<file path="src/rtl/clkout_factor_pkg.sv">
package clkout_factor_pkg;

  // Sequencer states of the calculator.
  typedef enum logic [1:0] {
    ST_IDLE,   // waiting for a request
    ST_RATIO,  // first divide: parent / request
    ST_RATE,   // second divide: (parent >> p) / linear divide
    ST_OFFER   // result presented, waiting for consumer
  } calc_state_e;

  // Clock edges from the accepting edge to out_valid rising.
  function automatic int unsigned result_latency(input int unsigned width);
    return 2 * width + 2;
  endfunction

endpackage

</file>
<file path="src/rtl/cfc_serial_div.sv">
// Restoring divider, one quotient bit per clock edge.
// The start edge loads the operands. The next W edges each produce one bit.
// done is a one-cycle pulse after the last of those edges.
// A zero denominator yields an all-ones quotient.
module cfc_serial_div #(
  parameter int unsigned W = 32
) (
  input  logic         clk,
  input  logic         rst_n,
  input  logic         start,
  input  logic [W-1:0] num,
  input  logic [W-1:0] den,
  output logic         busy,
  output logic         done,
  output logic [W-1:0] quot
);
  localparam int unsigned CW = $clog2(W + 1);

  logic [W-1:0]  rem_q;
  logic [W-1:0]  den_q;
  logic [W-1:0]  work_q;  // dividend bits shift out at the top, quotient bits shift in at the bottom
  logic [CW-1:0] left_q;

  logic [W:0] trial;
  logic [W:0] diff;

  always_comb begin
    trial = {rem_q, work_q[W-1]};
    diff  = trial - {1'b0, den_q};
  end

  always_ff @(posedge clk) begin
    if (!rst_n) begin
      rem_q  <= '0;
      den_q  <= '0;
      work_q <= '0;
      left_q <= '0;
      busy   <= 1'b0;
      done   <= 1'b0;
    end else begin
      done <= 1'b0;
      if (start) begin
        rem_q  <= '0;
        den_q  <= den;
        work_q <= num;
        left_q <= CW'(W);
        busy   <= 1'b1;
      end else if (busy) begin
        if (!diff[W]) begin
          rem_q  <= diff[W-1:0];
          work_q <= {work_q[W-2:0], 1'b1};
        end else begin
          rem_q  <= trial[W-1:0];
          work_q <= {work_q[W-2:0], 1'b0};
        end
        left_q <= left_q - 1'b1;
        if (left_q == CW'(1)) begin
          busy <= 1'b0;
          done <= 1'b1;
        end
      end
    end
  end

  assign quot = work_q;

endmodule

</file>
<file path="src/rtl/cfc_factor_pick.sv">
// From the integer ratio, selects the prescale exponent and the rounded-up,
// saturated linear divide. Purely combinational.
module cfc_factor_pick #(
  parameter int unsigned FREQ_W  = 32,
  parameter int unsigned M_WIDTH = 5,
  parameter int unsigned P_MAX   = 3,
  localparam int unsigned P_W    = $clog2(P_MAX + 1)
) (
  input  logic [FREQ_W-1:0]  ratio,
  output logic [P_W-1:0]     p,
  output logic [M_WIDTH-1:0] m,
  output logic [FREQ_W-1:0]  lin
);
  localparam logic [FREQ_W:0] LIMIT = (FREQ_W + 1)'(1) << M_WIDTH;

  logic [FREQ_W:0] ceil_a [P_MAX+1];
  logic            fits_a [P_MAX+1];

  // One candidate per prescale setting.
  for (genvar i = 0; i <= P_MAX; i++) begin : g_cand
    localparam logic [FREQ_W-1:0] LOW_MASK = FREQ_W'((64'd1 << i) - 64'd1);
    logic [FREQ_W-1:0] shifted;
    assign shifted   = ratio >> i;
    assign fits_a[i] = {1'b0, shifted} < LIMIT;
    assign ceil_a[i] = {1'b0, shifted} + {{FREQ_W{1'b0}}, |(ratio & LOW_MASK)};
  end

  logic [FREQ_W:0] rounded;

  always_comb begin
    p = P_W'(P_MAX);
    for (int i = P_MAX; i >= 0; i--) begin
      if (fits_a[i]) p = P_W'(i);
    end
    rounded = ceil_a[p];
    if (rounded > LIMIT) rounded = LIMIT;
    if (rounded == '0) rounded = (FREQ_W + 1)'(1);
    lin = rounded[FREQ_W-1:0];
    m   = M_WIDTH'(rounded - (FREQ_W + 1)'(1));
  end

endmodule

</file>
<file path="src/rtl/clkout_factor_calc.sv">
module clkout_factor_calc
  import clkout_factor_pkg::*;
#(
  parameter int unsigned FREQ_W  = 32,
  parameter int unsigned M_WIDTH = 5,
  parameter int unsigned P_MAX   = 3,
  localparam int unsigned P_W    = $clog2(P_MAX + 1)
) (
  input  logic               clk,
  input  logic               rst_n,
  input  logic               in_valid,
  output logic               in_ready,
  input  logic [FREQ_W-1:0]  in_parent,
  input  logic [FREQ_W-1:0]  in_request,
  output logic               out_valid,
  input  logic               out_ready,
  output logic [P_W-1:0]     out_p,
  output logic [M_WIDTH-1:0] out_m,
  output logic [FREQ_W-1:0]  out_rate
);
  calc_state_e state_q;

  logic [FREQ_W-1:0]  parent_q;
  logic [FREQ_W-1:0]  req_clamped;
  logic               accept;
  logic               div_start;
  logic               div_busy;
  logic               div_done;
  logic [FREQ_W-1:0]  div_num;
  logic [FREQ_W-1:0]  div_den;
  logic [FREQ_W-1:0]  div_quot;
  logic [P_W-1:0]     pick_p;
  logic [M_WIDTH-1:0] pick_m;
  logic [FREQ_W-1:0]  pick_lin;

  assign in_ready    = (state_q == ST_IDLE);
  assign accept      = in_valid && in_ready;
  assign req_clamped = (in_request > in_parent) ? in_parent : in_request;

  // The divider is shared between the two passes.
  always_comb begin
    div_start = 1'b0;
    div_num   = in_parent;
    div_den   = req_clamped;
    if (state_q == ST_IDLE) begin
      div_start = accept;
    end else if (state_q == ST_RATIO) begin
      div_start = div_done;
      div_num   = parent_q >> pick_p;
      div_den   = pick_lin;
    end
  end

  cfc_serial_div #(.W(FREQ_W)) u_div (
    .clk   (clk),
    .rst_n (rst_n),
    .start (div_start),
    .num   (div_num),
    .den   (div_den),
    .busy  (div_busy),
    .done  (div_done),
    .quot  (div_quot)
  );

  cfc_factor_pick #(
    .FREQ_W  (FREQ_W),
    .M_WIDTH (M_WIDTH),
    .P_MAX   (P_MAX)
  ) u_pick (
    .ratio (div_quot),
    .p     (pick_p),
    .m     (pick_m),
    .lin   (pick_lin)
  );

  always_ff @(posedge clk) begin
    if (!rst_n) begin
      state_q   <= ST_IDLE;
      parent_q  <= '0;
      out_valid <= 1'b0;
      out_p     <= '0;
      out_m     <= '0;
      out_rate  <= '0;
    end else begin
      case (state_q)
        ST_IDLE: begin
          if (accept) begin
            parent_q <= in_parent;
            state_q  <= ST_RATIO;
          end
        end
        ST_RATIO: begin
          if (div_done) begin
            out_p   <= pick_p;
            out_m   <= pick_m;
            state_q <= ST_RATE;
          end
        end
        ST_RATE: begin
          if (div_done && !div_busy) begin
            out_rate  <= div_quot;
            out_valid <= 1'b1;
            state_q   <= ST_OFFER;
          end
        end
        default: begin
          if (out_ready) begin
            out_valid <= 1'b0;
            state_q   <= ST_IDLE;
          end
        end
      endcase
    end
  end

endmodule

</file>
<file path="config.mk">
export PLATFORM = sky130hd
export DESIGN_NAME = clkout_factor_calc
export DESIGN_NICKNAME = d
export VERILOG_FILES = /design/src/rtl/clkout_factor_pkg.sv /design/src/rtl/cfc_serial_div.sv /design/src/rtl/cfc_factor_pick.sv /design/src/rtl/clkout_factor_calc.sv
export SDC_FILE = /design/constraint.sdc
export NUM_CORES = 1
export LEC_CHECK = 0
export ABC_AREA = 1
export BUFFER_PORTS_ARGS = -buffer_cell sky130_fd_sc_hd__buf_2
export CAP_MARGIN = 30
export CORE_AREA = 2 2 165 167
export DETAILED_ROUTE_END_ITERATION = 6
export DIE_AREA = 0 0 167 169
export PLACE_DENSITY = 0.85
export REMOVE_ABC_BUFFERS = 1
export SLEW_MARGIN = 20
export SYNTH_ARGS = -nofsm -noshare
export SYNTH_HDL_FRONTEND = slang
export SYNTH_HIERARCHICAL = 1
export SYNTH_SLANG_ARGS = --single-unit
</file>
<file path="constraint.sdc">
create_clock -name clk -period 3.2 [get_ports clk]
set_input_delay 0.48 -clock clk [delete_from_list [all_inputs] [get_ports clk]]
set_output_delay 0.48 -clock clk [all_outputs]
set_load 0.03 [all_outputs]
</file>
# Word level (Yosys, flattened, before mapping)
# Index checks and enable logic that the tools add are counted.
# totals
reg_bits,178
inputBits,68
out_inout_bits,41
# classes
n_addsub,6
order_cmp,6
n_eq_ne,6
shifts,1
n_mux,33
n_bitwise,4
n_reduce_logical,18
# op_table
op,n
2-to-1 mux 32 bit,9
2-to-1 mux 33 bit,3
binary-select mux 33 bit (select 2 bit),1
"greater-than comparator 33 x 6 -> 1 bit, second input constant",1
logical NOT 33 bit,1
subtractor 33 x 32 -> 33 bit,1
adder 31 x 1 -> 32 bit,1
greater-than comparator 32 bit,1
"< comparator 32 x 6 -> 1 bit, second input constant",1
>> shifter 32 x 2 -> 32 bit,1
adder 30 x 1 -> 31 bit,1
"< comparator 31 x 6 -> 1 bit, second input constant",1
adder 29 x 1 -> 30 bit,1
"< comparator 30 x 6 -> 1 bit, second input constant",1
2-to-1 mux 2 bit,6
2-to-1 mux 6 bit,2
2-to-1 mux 1 bit,10
"== test 6 x 1 -> 1 bit, second input constant",1
one-hot mux 2 bit (3 select lines),1
AND reduction 2 bit,3
OR reduction 2 bit,3
OR reduction 3 bit,2
"subtractor 6 x 1 -> 6 bit, second input constant",1
"subtractor 5 x 1 -> 5 bit, second input constant",1
15 further kinds,20

# Longest topological paths before layout
# Gate-level depths: netlist of run 1.
# depth
depth_word,14
ltp_mapped,28
mapped_depth_nobuf,28

# Cells and area by module
# Netlist of run 1, hierarchy kept.
# modules_own_cells
module,instances,cells_per_inst,area_per_inst_um2
cfc_serial_div,1,1191,7096.8
clkout_factor_calc,1,859,5260.0
cfc_factor_pick,1,409,2263.4

# Least setup slack after synthesis of run 1
# No wires, ideal clock.
# synth_path
kind,register -> register
from,"register u_div.work_q[0], in the netlist u_div/quot[0]"
to,register out_m[2]
arrival_ns,3.219
required_time_ns,3.084
setup_slack_ns,-0.135
stages_incl_launch_ff,26
synth_period_minus_slack_ns,3.335
cell_sequence,dfxtp_1 inv_1 ha_1 ha_1 inv_1 ha_1 ha_1 inv_1 nor2_4 nand2_4 nor2_8 nand2_4 inv_2 nand2_1 xor2_1 nand2_1 nor2_1 nand2_1 nor2_2 nand3_4 nand2_8 nand2_4 ha_1 xnor2_1 o21ai_0 nor2_1
# synth_between
elab_chain_cells,11
word_cells_on_any_way,16
classes_between,add/sub: 4; order compare: 2; mux: 6; bitwise: 1; reduce/logical: 3
# synth_rtl
item,line_no,source
from (decl),cfc_serial_div.sv:21,logic [W-1:0] work_q;
from (signal assigned),cfc_serial_div.sv:45,work_q <= num;
from (signal assigned),cfc_serial_div.sv:51,"work_q <= {work_q[W-2:0], 1'b1};"
from (signal assigned),cfc_serial_div.sv:54,"work_q <= {work_q[W-2:0], 1'b0};"
< comparator 32 x 6 -> 1 bit,cfc_factor_pick.sv:24,"assign fits_a[i] = {1'b0, shifted} < LIMIT;"
2-to-1 mux 2 bit,cfc_factor_pick.sv:33,if (fits_a[i]) p = P_W'(i);
NOT 2 -> 3 bit (implied by the code),cfc_factor_pick.sv:35,rounded = ceil_a[p];
binary-select mux 33 bit (select 2 bit) *,cfc_factor_pick.sv:35,
2-to-1 mux 33 bit (implied by the code) * (2 in a row),cfc_factor_pick.sv:35,
greater-than comparator 33 x 6 -> 1 bit,cfc_factor_pick.sv:36,if (rounded > LIMIT) rounded = LIMIT;
2-to-1 mux 33 bit *,cfc_factor_pick.sv:36,
logical NOT 33 bit,cfc_factor_pick.sv:37,if (rounded == '0) rounded = (FREQ_W + 1)'(1);
2-to-1 mux 32 bit *,cfc_factor_pick.sv:37,
subtractor 5 x 1 -> 5 bit *,cfc_factor_pick.sv:39,m = M_WIDTH'(rounded - (FREQ_W + 1)'(1));
net pick_m[2],clkout_factor_calc.sv:33,logic [M_WIDTH-1:0] pick_m;
to (signal assigned),clkout_factor_calc.sv:95,out_m <= pick_m;
to (decl),clkout_factor_calc.sv:18,"output logic [M_WIDTH-1:0] out_m,"
# Mark *: on every way through the listed nets, which the timed path passes. The rest lies on a longest branch. The select of a mux whose other input is x is not followed.
# A chain may end at the register's enable or synchronous reset.

# Worst setup path in the final report of run 1
# layout_path
from,"register u_div.work_q[1], in the netlist u_div/quot[1]"
to,register out_m[3]
# layout_between
elab_chain_cells,12
word_cells_on_any_way,18
classes_between,add/sub: 4; order compare: 3; mux: 7; bitwise: 1; reduce/logical: 3
# layout_rtl
item,line_no
< comparator 31 x 6 -> 1 bit,cfc_factor_pick.sv:24
2-to-1 mux 2 bit (2 in a row),cfc_factor_pick.sv:33
NOT 2 -> 3 bit (implied by the code),cfc_factor_pick.sv:35
binary-select mux 33 bit (select 2 bit) *,cfc_factor_pick.sv:35
2-to-1 mux 33 bit (implied by the code) * (2 in a row),cfc_factor_pick.sv:35
greater-than comparator 33 x 6 -> 1 bit,cfc_factor_pick.sv:36
2-to-1 mux 33 bit *,cfc_factor_pick.sv:36
logical NOT 33 bit,cfc_factor_pick.sv:37
2-to-1 mux 32 bit *,cfc_factor_pick.sv:37
subtractor 5 x 1 -> 5 bit *,cfc_factor_pick.sv:39
net pick_m[3],clkout_factor_calc.sv:33
# Marks and branches as above.

==> run metrics, run 1 <==
drc violations=10; gpl congestion=0.961; die width=167 um; register area share after synthesis=24.4%; WP depth=24; Layout Skew=0.0126 ns; area of the multi-input gates=0.00904 sq mm; die area=0.0282 sq mm; MaxCap Viol Count=0; startpoint types=register; total gr overflow=0; antenna violations before repair=0; Post-synth EDFFs=0; PortBufs=108; largest fanout on the critical path=5; pwr/cell area=659 mW/mm^2; core region area=0.0265 sq mm; Via Count=15,700; slowest cell delay on critical path=0.34 ns; top cells by count, synth=812 x nand2_1, 419 x inv_1, 178 x dfxtp_1; top-area cell type share of the netlist area=24.4%; Hold Buf Count CTS=0; Post-Route Setup TNS=0 ns; CTS Root Cell=clkbuf_16; vias in the first global route=14,700; drt initial violations=1,533; Buf+Inv Stages, Crit Path=5; Critical-path top delay cell=dfxtp_2; Die Ht=169 um; synthesized area per cell=5.95 sq um; Synthesis Warnings=6; run status=complete, but fails checks; post-route ant nets=0; worst vdd rail ir drop=0.000366 V; Final Slew Violations=0; measured slew at the worst slew-check pin=0.725 ns; first-pass GRT wire length=73.0 mm; Tmin final=3.19 ns; worst path cell trace=inv_2, ha_4, ha_4, inv_2, ha_4, ha_4, inv_2, nor2_4, nand2_4, buf_6, nor2_4, nand3_2, nand2_1, nand3_2, or2_1, nor2_2, nand3_4, nand2_8, buf_8, nand2_1, nand3_1, nand2_1, o21ai_0, nor2_1; clock insertion delay at the later pin of the skew report=0.44 ns; critical path endpoint category=register; FF-to-FF path depth=24; Fill cells=2,517; cell family with most CP delay=simple AND/OR/NAND/NOR gates; Initial Util=55.2%; ys flop type=dfxtp_1; TritonCTS clock tree=done; Total Wirelength=45.8 mm; Hold Crit Depth=3; Worst path most repeated cell=ha_4; Cell Rows=60; Lkg Pwr=8.84 nW; Mapped Area=0.0146 sq mm; endpoints failing setup=0; final hold vios=0; Diodes inserted=0; Yosys reg bits=178; Vias/cell=5.38; Gate Count Post-Synth=2,459; failing checks=DRC; fraction of registers with async set/reset=0%; CTS clk-pin slew, worst paths=0.08 ns; pin count of the biggest net entering global routing=66; total track usage=31.7%; Routed WL per cell=15.7 um; Unique masters post-synth=56; Area Overhead vs Synth=13.1%; worst setup margin=0.0122 ns; layout cells sized above 1=14.6%; number of clock sinks=178; Final period util=99.6%; Register Area=0.00357 sq mm; cts bufs inserted=17; hpwl dp=34.7 mm; 1st-pass router iterations=7; WP data arrival=3.52 ns; Hold Crit Class=primary input to register; Worst EP required=3.54 ns; Max H-tree Level=4; Ports=109; Layout Cells excl Fill=2,925; nets@finish=2,719; top-count cell post-synth=nand2_1; CTS max path bufs=2; top cells by area, synth=dfxtp_1 24%, nand2_1 21%, inv_1 11%; dominant cell type by area after synthesis=dfxtp_1; critical path class=register to register; fmax=314 MHz; Slew headroom=51.6%; Placed Instances=2,888; RSZ-0062 raised after global routing=true; pre-CTS WS=-0.242 ns
-- metrics by stage --
stage	util, %	total power [W]	hold slack, ns	instance area (sq um)
global route	62.4	0.0117	0.376	16500
CTS	61.7	0.0107	0.352	16400
global placement	59.0	0.00819	0.429	15600
finish	62.4	0.0109	0.358	16500
floorplan	-	0.00660	0.433	14100
detailed placement	59.0	0.00829	0.434	15600
-- flip-flops by register name (all words and copies together) (netlist names), 2 cells and up --
register      count
u_div/quot       32
out_p             2
u_div/den_q      32
out_rate         32
state_q           2
u_div/left_q      6
parent_q         32
out_m             5
u_div/rem_q      32
-- cells in the final DEF, fill, tap and decap left out, types with 5 or more instances in the layout --
cell       instances
nand2_1          802
inv_1            408
dfxtp_1          176
a21oi_1          166
nand3_1          156
nor2_1           114
o21ai_0          114
buf_2            107
ha_1              74
buf_4             72
o211ai_1          35
inv_2             34
nand2_2           33
xor2_1            27
conb_1            26
nor3_1            19
clkbuf_16         17
a22oi_1           16
nand4_1           14
or2_2             14
nand2_4           13
nor2_2            11
nor2_4            10
o221ai_1           8
clkinv_1           7
o21ai_1            7
a21oi_2            7
xnor2_1            7
o21ai_2            6
xor2_2             6
ha_4               5
-- power by group --
part	switching, W	leakage [nW]	internal [W]
Combinational	0.00389	7.08	0.00184
Clock	0.00100	0.304	0.00129
Sequential	0.000296	1.45	0.00258
-- cell families after synthesis --
family,after synthesis,synth area share [%]
AOI/OAI and AO/OA,371,14.2
DFF,178,24.4
other,1,0.0256
adders and majority gates,80,6.90
xor gates and xnor gates,42,2.57
muxes,1,0.0685
buffers and inverters,568,15.9
and+or+nand+nor,1218,35.9
-- cell type report --
type | instances | area share (%)
Clock buffer | 20 | 2.76
Clock inverter | 12 | 1.01
Inverter | 450 | 10.2
Multi-Input combinational cell | 1738 | 54.7
Sequential cell | 178 | 21.6
Tap cell | 341 | 2.58
Timing Repair Buffer | 186 | 7.17
-- worst register-to-register path: stages, from the launching register on --
cell and delay [ns]:
dfxtp_2 0.34, inv_2 0.05, ha_4 0.16, ha_4 0.15, inv_2 0.05, ha_4 0.14, ha_4 0.14, inv_2 0.04
nor2_4 0.12, nand2_4 0.09, buf_6 0.13, nor2_4 0.16, nand3_2 0.10, nand2_1 0.08, nand3_2 0.09, or2_1 0.25
nor2_2 0.15, nand3_4 0.12, nand2_8 0.12, buf_8 0.13, nand2_1 0.08, nand3_1 0.11, nand2_1 0.06, o21ai_0 0.16
nor2_1 0.05
-- final timing paths --
check	from	end	slack, ns
max	u_div/quot[1]	out_m[3]	0.01
min reg2reg	out_rate[6]	out_rate[6]	0.44
max reg2reg	u_div/quot[1]	out_m[3]	0.01
min	in_parent[26]	parent_q[26]	0.36
-- layer usage --
| layer | up-vias | part of all wire (%) | track usage [%] |
|---|---|---|---|
| met1 | 7162 | 42 | 40.0 |
| met3 | 134 | 6.2 | 3.41 |
| li1 | 7811 | - | - |
| met4 | 0 | 3.6 | 12.9 |
| met2 | 620 | 48 | 55.2 |
| met5 | - | 0 | 0 |
-- what timing repair did --
action | in CTS | in global routing
setup endpoints to repair | 11 | 11
pin swaps | 12 | 41
gates resized for setup | 19 | 51
setup buffers | 3 | 2
Note: power is estimated with default switching activity, not from simulation.
==> run 2, diff against run 1 <==
--- a/config.mk
+++ b/config.mk
@@ -13,6 +13,7 @@
 export DIE_AREA = 0 0 167 169
 export PLACE_DENSITY = 0.85
 export REMOVE_ABC_BUFFERS = 1
+export SETUP_SLACK_MARGIN = 0.4
 export SLEW_MARGIN = 20
 export SYNTH_ARGS = -nofsm -noshare
 export SYNTH_HDL_FRONTEND = slang
==> run 2 against run 1 <==
  * The run ends with setup timing left
  * Hold slack worse by 0.0026 ns
  * Non-clock buffer count up 13
  * Clock-buffer cell count unchanged
  * Clock power about the same
  * Final cell count up 0.51%
  * Flip-flop and latch count stayed put
  * First-iteration DRC count down 2.3%
  * Critical endpoint is now out_m[4]
  * Largest cell class unchanged
  * Largest power group unchanged
==> run metrics, run 2 (synthesized netlist as in run 1, its figures left out) <==
pwr/cell area=660 mW/mm^2 (about the same); worst setup margin=-0.00486 ns (-0.0171 ns); Area Overhead vs Synth=14.5%; clock insertion delay at the later pin of the skew report=0.45 ns (about the same); Cell Rows=60 (unchanged); RSZ-0062 raised after global routing=true; Total Wirelength=46.9 mm (+2.4%); Diodes inserted=0 (unchanged); largest fanout on the critical path=5 (unchanged); CTS clk-pin slew, worst paths=0.07 ns (about the same); gpl congestion=0.961 (unchanged); placed cell areas=0.0156 sq mm (unchanged); Ports=109 (unchanged); endpoints failing setup=1 (+1); Max H-tree Level=4 (unchanged); Core Util, Final=63.1% (+0.76 points); die area=0.0282 sq mm (unchanged); Initial Util=55.2% (unchanged); core region area=0.0265 sq mm (unchanged); R2R setup slack=-0.005 ns (-0.02 ns); hpwl dp=34.7 mm (unchanged); cts bufs inserted=17 (unchanged); die width=167 um (unchanged); fmax=312 MHz (-0.53%); CTS Root Cell=clkbuf_16; Vias/cell=5.44 (+1.1%); Final period util=100% (+0.53 points); final hold vios=0 (unchanged); vias in the first global route=14,800 (+0.45%); Hold Buf Count CTS=0 (unchanged); critical path endpoint category=register; Routed WL per cell=16.0 um (+1.8%); layout cells sized above 1=15.2% (+0.57 points); Lkg Pwr=8.93 nW (+1.0%); measured slew at the worst slew-check pin=0.730 ns (+0.00432 ns); Hold Crit Class=primary input to register; first-pass GRT wire length=73.6 mm (+0.92%); PortBufs=108 (unchanged); Hold WS=0.355 ns (-0.00260 ns); R2R Path Start=u_div/quot[1]; antenna violations before repair=0 (unchanged); Via Count=16,000 (+1.6%); nets@finish=2,734 (+0.55%); worst vdd rail ir drop=0.000368 V (+0.51%); number of clock sinks=178 (unchanged); Fill cells=2,480 (-1.5%); Die Ht=169 um (unchanged); most common cell after layout, fill and taps aside=nand2_1; most frequent cells in the layout=803 x nand2_1, 411 x inv_1, 174 x dfxtp_1; total track usage=32.0% (+0.32 points); drt initial violations=1,498 (-2.3%); CTS max path bufs=2 (unchanged); Worst EP required=3.58 ns (+0.04 ns); Tmin final=3.20 ns (+0.0171 ns); TritonCTS clock tree=done; WP data arrival=3.58 ns (+0.06 ns); startpoint types=register; failing checks=setup timing; 1st-pass router iterations=6 (-1); Layout Skew=0.0137 ns (+0.00111 ns); FF-to-FF path depth=27 (+13%); Slew headroom=51.3% (-0.29 points); drc violations=0 (-10); post-route ant nets=0 (unchanged); total gr overflow=0 (unchanged); fin area=0.0167 sq mm (+1.2%); worst setup path end=out_m[4]; Crit. Startpoint=u_div/quot[1]; run status=complete, but fails checks; pin count of the biggest net entering global routing=66 (unchanged); critical path class=register to register; MaxCap Viol Count=0 (unchanged); Worst R2R End=out_m[4]; Final Slew Violations=0 (unchanged)
run 2: changes by cell type in the layout (fill, tap and decap cells not counted), moves of 3 or more:
cell / change
buf_4: +12
inv_2: -5
inv_1: +3
nand2_8: +3
run 2: how the worst min path moves through the flow:
stage / startpoint / endpoint / slack [ns] / cells after the start
detailed placement: out_rate[28] / out_rate[28] / 0.43 / 2
finish: in_parent[26] / parent_q[26] / 0.36 / 3
global placement: out_rate[5] / out_rate[5] / 0.43 / 2
global route: in_parent[26] / parent_q[26] / 0.38 / 3
floorplan: u_div/den_q[30] / u_div/den_q[30] / 0.43 / 2
CTS: in_parent[0] / parent_q[0] / 0.35 / 3
run 2: critical path, stage by stage, from the launching register on:
cell     delay, ns
dfxtp_2       0.34
inv_2         0.05
ha_4          0.16
ha_4          0.15
inv_2         0.05
ha_4          0.14
ha_4          0.14
inv_2         0.04
nor2_4        0.10
nand2_4       0.09
buf_6         0.13
nor2_4        0.13
nand2_2       0.08
xor2_2        0.15
buf_4         0.14
nor3_2        0.15
nand2_1       0.07
nor2_1        0.11
nand2_2       0.11
nand2_8       0.11
buf_8         0.13
buf_6         0.10
o21ai_2       0.05
nand2_1       0.08
nand2_1       0.07
nand2_1       0.09
o21ai_2       0.05
nor2_1        0.12
run 2: timing repair:
action | in CTS | in global routing
setup buffers | 7 | 11
endpoints found under the setup margin | 44 | 73
gates resized for setup | 48 | 35
cloned | 0 | 2
hold endpoints to repair | 0 | 0
pin swaps | 41 | 19
run 2: layout make-up:
| cell class | instances | area, sq um | share of cell area (%) |
|---|---|---|---|
| clock buffers | 20 | 457 | 2.73 |
| clock inverters | 12 | 166 | 0.994 |
| inverters | 450 | 1700 | 10.2 |
| multi-input cells | 1740 | 9120 | 54.5 |
| flip-flops and latches | 178 | 3570 | 21.3 |
| well taps | 341 | 427 | 2.55 |
| repair buffers | 199 | 1290 | 7.74 |
run 2: per-layer routing:
metal / share of wire (%) / vias up / GRT usage (%) / wire length, um
met5: 0 / - / 0 / 0
met2: 47 / 732 / 55.8 / 22300
li1: - / 7856 / - / -
met3: 7.0 / 156 / 3.62 / 3300
met1: 42 / 7236 / 40.3 / 19500
met4: 3.9 / 0 / 12.8 / 1850
run 2: power by group:
| part | internal (W) | switching [W] | total, W |
|---|---|---|---|
| clock network | 0.00129 | 0.00101 | 0.00230 |
| logic | 0.00192 | 0.00394 | 0.00587 |
| registers | 0.00258 | 0.000295 | 0.00287 |
run 2: metrics by stage:
stage | worst slack [ns] | TNS [ns] | power [W] | instances
after floorplan | -2.07 | -123.64 | 0.00660 | 2366
after detailed placement | -0.242 | -1.77 | 0.00829 | 2888
after CTS | 0.104 | 0 | 0.0107 | 2927
after global routing | -0.128 | -0.698 | 0.0118 | 2940
after global placement | -0.176 | -1.05 | 0.00819 | 2888
final | -0.00486 | -0.00486 | 0.0110 | 2940
